## config.mk

```make
export PLATFORM = sky130hd
export DESIGN_NAME = dram_cycle_classifier
export DESIGN_NICKNAME = d
export VERILOG_FILES = /design/src/rtl/dcc_pkg.sv /design/src/rtl/dcc_sync.sv /design/src/rtl/dcc_edges.sv /design/src/rtl/dcc_track.sv /design/src/rtl/dram_cycle_classifier.sv
export SDC_FILE = /design/constraint.sdc
export NUM_CORES = 1
export LEC_CHECK = 0
export BUFFER_PORTS_ARGS = -buffer_cell sky130_fd_sc_hd__buf_4
export CAP_MARGIN = 20
export CORE_ASPECT_RATIO = 0.8
export CORE_MARGIN = 2
export CORE_UTILIZATION = 40
export DETAILED_ROUTE_END_ITERATION = 8
export PLACE_DENSITY_LB_ADDON = 0.2
export SYNTH_ARGS = -nofsm -noshare
export SYNTH_HDL_FRONTEND = slang
export SYNTH_SLANG_ARGS = --single-unit
export TNS_END_PERCENT = 100
```

## constraint.sdc

```tcl
create_clock -name clk -period 1.7 [get_ports clk]
set_input_delay 0.085 -clock clk [delete_from_list [all_inputs] [get_ports clk]]
set_output_delay 0.085 -clock clk [all_outputs]
set_load 0.1 [all_outputs]
```

## src/rtl/dcc_pkg.sv

```systemverilog
package dcc_pkg;

  // bit positions inside the synchronised strobe bus
  localparam int STB_W    = 5;
  localparam int IX_ROW   = 0;
  localparam int IX_COLHI = 1;
  localparam int IX_COLLO = 2;
  localparam int IX_WR    = 3;
  localparam int IX_OUT   = 4;

  typedef enum logic [2:0] {
    CYC_NONE  = 3'd0,
    CYC_READ  = 3'd1,
    CYC_EWR   = 3'd2,
    CYC_DWR   = 3'd3,
    CYC_RMW   = 3'd4,
    CYC_CBR   = 3'd5,
    CYC_ROW   = 3'd6,
    CYC_RDZ   = 3'd7
  } cyc_e;

  // observations gathered while the row strobe is low
  typedef struct packed {
    logic cbr;       // column low when row fell
    logic col_seen;  // combined column fall occurred
    logic early;     // write low at that fall
    logic late;      // write fell afterwards
    logic rmw;       // output enable was low before late write
    logic oe_lo;     // output enable seen low since column fall
    logic lo;        // lower lane active
    logic hi;        // upper lane active
  } trk_t;

  function automatic cyc_e classify(input trk_t t);
    if (t.cbr)           return CYC_CBR;
    else if (!t.col_seen) return CYC_ROW;
    else if (t.early)    return CYC_EWR;
    else if (t.late)     return t.rmw ? CYC_RMW : CYC_DWR;
    else if (t.oe_lo)    return CYC_READ;
    else                 return CYC_RDZ;
  endfunction

endpackage

```

## src/rtl/dcc_sync.sv

```systemverilog
module dcc_sync #(
  parameter int W     = 5,
  parameter int DEPTH = 2
) (
  input  logic         clk,
  input  logic         rst_n,
  input  logic [W-1:0] d,
  output logic [W-1:0] q
);
  logic [W-1:0] stg [DEPTH];

  always_ff @(posedge clk) begin
    if (!rst_n) stg[0] <= '1;
    else        stg[0] <= d;
  end

  for (genvar i = 1; i < DEPTH; i++) begin : g_stage
    always_ff @(posedge clk) begin
      if (!rst_n) stg[i] <= '1;
      else        stg[i] <= stg[i-1];
    end
  end

  assign q = stg[DEPTH-1];
endmodule

```

## src/rtl/dcc_edges.sv

```systemverilog
module dcc_edges (
  input  logic clk,
  input  logic rst_n,
  input  logic s_row_n,
  input  logic s_colhi_n,
  input  logic s_collo_n,
  output logic row_fall,
  output logic row_rise,
  output logic col_low
);
  logic row_prev;

  always_ff @(posedge clk) begin
    if (!rst_n) row_prev <= 1'b1;
    else        row_prev <= s_row_n;
  end

  assign row_fall = row_prev & ~s_row_n;
  assign row_rise = ~row_prev & s_row_n;
  // combined column strobe: active while either byte strobe is low
  assign col_low  = ~s_colhi_n | ~s_collo_n;
endmodule

```

## src/rtl/dcc_track.sv

```systemverilog
module dcc_track
  import dcc_pkg::*;
(
  input  logic clk,
  input  logic rst_n,
  input  logic s_row_n,
  input  logic s_colhi_n,
  input  logic s_collo_n,
  input  logic s_wr_n,
  input  logic s_out_n,
  input  logic row_fall,
  input  logic col_low,
  output trk_t trk,
  output logic col_first
);
  trk_t nxt;

  assign col_first = ~s_row_n & ~row_fall & ~trk.cbr & ~trk.col_seen & col_low;

  always_comb begin
    nxt = trk;
    if (row_fall) begin
      nxt     = '0;
      nxt.cbr = col_low;
      nxt.lo  = ~s_collo_n;
      nxt.hi  = ~s_colhi_n;
    end else if (!s_row_n) begin
      nxt.lo = trk.lo | ~s_collo_n;
      nxt.hi = trk.hi | ~s_colhi_n;
      if (col_first) begin
        nxt.col_seen = 1'b1;
        nxt.early    = ~s_wr_n;
        nxt.oe_lo    = ~s_out_n;
      end else if (trk.col_seen && !trk.early && !trk.late && !trk.cbr) begin
        nxt.oe_lo = trk.oe_lo | ~s_out_n;
        if (!s_wr_n) begin
          nxt.late = 1'b1;
          nxt.rmw  = trk.oe_lo | ~s_out_n;
        end
      end
    end
  end

  always_ff @(posedge clk) begin
    if (!rst_n) trk <= '0;
    else        trk <= nxt;
  end
endmodule

```

## src/rtl/dram_cycle_classifier.sv

```systemverilog
module dram_cycle_classifier
  import dcc_pkg::*;
#(
  parameter int SYNC_DEPTH = 2
) (
  input  logic       clk,
  input  logic       rst_n,
  input  logic       ras_n,
  input  logic       ucas_n,
  input  logic       lcas_n,
  input  logic       we_n,
  input  logic       oe_n,
  output logic [2:0] cyc_type,
  output logic       lane_lo,
  output logic       lane_hi,
  output logic       cyc_done
);
  logic [STB_W-1:0] raw_bus, s_bus;
  logic row_fall, row_rise, col_low, col_first;
  trk_t trk;

  always_comb begin
    raw_bus           = '1;
    raw_bus[IX_ROW]   = ras_n;
    raw_bus[IX_COLHI] = ucas_n;
    raw_bus[IX_COLLO] = lcas_n;
    raw_bus[IX_WR]    = we_n;
    raw_bus[IX_OUT]   = oe_n;
  end

  dcc_sync #(.W(STB_W), .DEPTH(SYNC_DEPTH)) u_sync (
    .clk(clk), .rst_n(rst_n), .d(raw_bus), .q(s_bus)
  );

  dcc_edges u_edges (
    .clk(clk), .rst_n(rst_n),
    .s_row_n(s_bus[IX_ROW]), .s_colhi_n(s_bus[IX_COLHI]), .s_collo_n(s_bus[IX_COLLO]),
    .row_fall(row_fall), .row_rise(row_rise), .col_low(col_low)
  );

  dcc_track u_track (
    .clk(clk), .rst_n(rst_n),
    .s_row_n(s_bus[IX_ROW]), .s_colhi_n(s_bus[IX_COLHI]), .s_collo_n(s_bus[IX_COLLO]),
    .s_wr_n(s_bus[IX_WR]), .s_out_n(s_bus[IX_OUT]),
    .row_fall(row_fall), .col_low(col_low),
    .trk(trk), .col_first(col_first)
  );

  always_ff @(posedge clk) begin
    if (!rst_n) begin
      cyc_type <= CYC_NONE;
      lane_lo  <= 1'b0;
      lane_hi  <= 1'b0;
      cyc_done <= 1'b0;
    end else begin
      cyc_done <= row_rise;
      if (row_rise) begin
        cyc_type <= classify(trk);
        lane_lo  <= trk.lo;
        lane_hi  <= trk.hi;
      end
    end
  end
endmodule

```

==> impl_metrics.ini <==
[setup_path]
crit_type = reg2reg
cp.arrival_ns = 1.75
cp_max_fo = 5
crit_required_ns = 1.93
endpoint_kind = flop
start_kind = flop

[finish]
syn_to_final_growth_pct = 22.0
layout-drive-gt1-share_pct = 17.9
utilization_pct = 50.5
postLayoutCellArea_um2 = 1060
diodes = 0
final_nets = 114

[place]
dp_hpwl_mm = 1.01
place_ws_ns = 0.205
io_buffers = 12
place_area_um2 = 985
place_congestion = 0.836

[clock_tree]
cts_root_buf = clkbuf_4
clkTransAtPathRegs_ns = 0.13
cts_max_level = 1
numCtsBuffers = 3
post-cts-setup-buffers = 0
cts.sinks = 25
cts_hold_buf = 5
cts_tree = done
post_cts_resized = 0
clkLatencyLatePin_ns = 0.31
clock_path_buffers = 2

[grt]
grt_pass1_wl_mm = 2.45
grt_overflow = 0
antenna_found_initial = 0
grt_pass1_vias = 577
grt_max_degree = 23
grt.total_usage_pct = 13.1

[floorplan]
rows = 15
die-width_um = 56.2
die-area_um2 = 2570
fp.coreArea_um2 = 2100
io_pins = 13
start_util_pct = 41.4
die_h_um = 45.7

[timing]
worst_pin_slew_ns = 0.424
rsz0062_at_grt = no
period_needed_ns = 1.52
setup_viol = 0
setup_ws_ns = 0.180
slew_violations = 0
tns_ns = 0
relSlewSlack_pct = 71.5
hold_viol_final = 0
period_share_pct = 89.4
worst_hold_slack_ns = 0.0671
finClkSkew_ns = 0.00693
fmax_mhz = 658

[detailed_routing]
wire_per_inst_um = 11.0
vias = 626
drtIter0Drc = 15
drt-total-wl_mm = 1.44
drc = 0
vias_per_cell = 4.78
drtAntennaViolNets = 0
firstDrtPassIters = 4

[yosys]
synth.area.top_cells = dfxtp_1 57%, nand2b_1 10%, nor2_1 3.9%
syn_area_um2 = 871
ys_seq_area_share_pct = 57.5
synthCells = 87
synth_edf_count = 0
synth.avg_cell_area_um2 = 10.0
synthFlopType = dfxtp_1
async_reset_ff_share_pct = 0
ys_warn_count = 0
synth_common_cells = 25 x dfxtp_1, 14 x nand2b_1, 9 x nor2_1
yosysMostFrequentCell = dfxtp_1
synth_nets = 94
ys_types = 22
synth_top_cell_area_share_pct = 57.5
synth-seq-cells = 25
yosysTopAreaCell = dfxtp_1

[run_status]
status = finished clean

[hold_path]
hp-class = in2reg

[pwr]
power.leakage_nw = 0.394
vdd_drop_max_v = 0.000661
p_per_area_nw_per_um2 = 883

[flow_run]
drv_cap = 0
[where the power goes]
group | total [mW] | internal (mW) | switching (mW)
Clock | 0.254 | 0.0879 | 0.166
Combinational | 0.0747 | 0.0320 | 0.0427
Sequential | 0.610 | 0.601 | 0.00868
[metal layers]
layer | part of all wire (%) | routed length (um) | global-route usage, %
met2 | 43 | 617 | 22.8
met4 | 0.83 | 12 | 2.86
met3 | 5.5 | 79 | 5.97
met1 | 51 | 731 | 15.1
met5 | 0 | 0 | 0
[final timing paths]
path,startpoint,endpoint,slack (ns),cells after the start
setup / recovery,u_track.trk[7],u_track.trk[2],0.18,4
hold / removal,rst_n,u_sync.stg[1][2],0.07,2
setup reg to reg,u_track.trk[7],u_track.trk[2],0.18,4
hold reg to reg,u_sync.stg[0][4],u_sync.stg[1][4],0.42,1
[per-stage QoR]
stage / power, mW / cells
after detailed placement: 0.690 / 122
after CTS: 0.955 / 131
after global placement: 0.688 / 122
final: 0.938 / 131
after floorplan: 0.668 / 87
after global routing: 0.984 / 131
[sequential cells by signal, indices dropped and copies added, names as in the netlist]
name,flops
u_track.trk,8
lane_lo,1
u_edges.row_prev,1
lane_hi,1
cyc_type,3
cyc_done,1
u_sync.stg,10
[cells by family (layout without fill, tap and decap cells)]
kind of cell	count (synthesis)	count (layout)	share of synthesized area, %
simple gates	42	42	25.7
flops	25	25	57.5
compound gates	17	17	15.5
buf+inv	3	22	1.29
[critical path: stages (launching register included)]
cell and delay, ns:
dfxtp_1 0.36, or2_4 0.28, a2111oi_4 0.45, nor2_1 0.13, o32ai_2 0.22
[layout by cell type, fill, tap and decap left out, types with 4 or more instances in the layout]
| cell type | instances |
|---|---|
| dfxtp_1 | 25 |
| nand2b_1 | 14 |
| buf_4 | 12 |
| nor2_1 | 9 |
| nand2_1 | 6 |
| o21ai_0 | 5 |
| dlygate4sd3_1 | 5 |
| nor2b_1 | 4 |
| a21oi_1 | 4 |
[final cells by class]
class / count / area [um^2]
fill: 194 / 1040
clock buffer: 3 / 22.5
multi-input combinational: 59 / 359
inverter: 1 / 3.75
tap: 25 / 31.3
clock inverter: 1 / 5.00
timing repair buffer: 17 / 140
sequential: 25 / 500
Power figures use the tool's default switching activity.
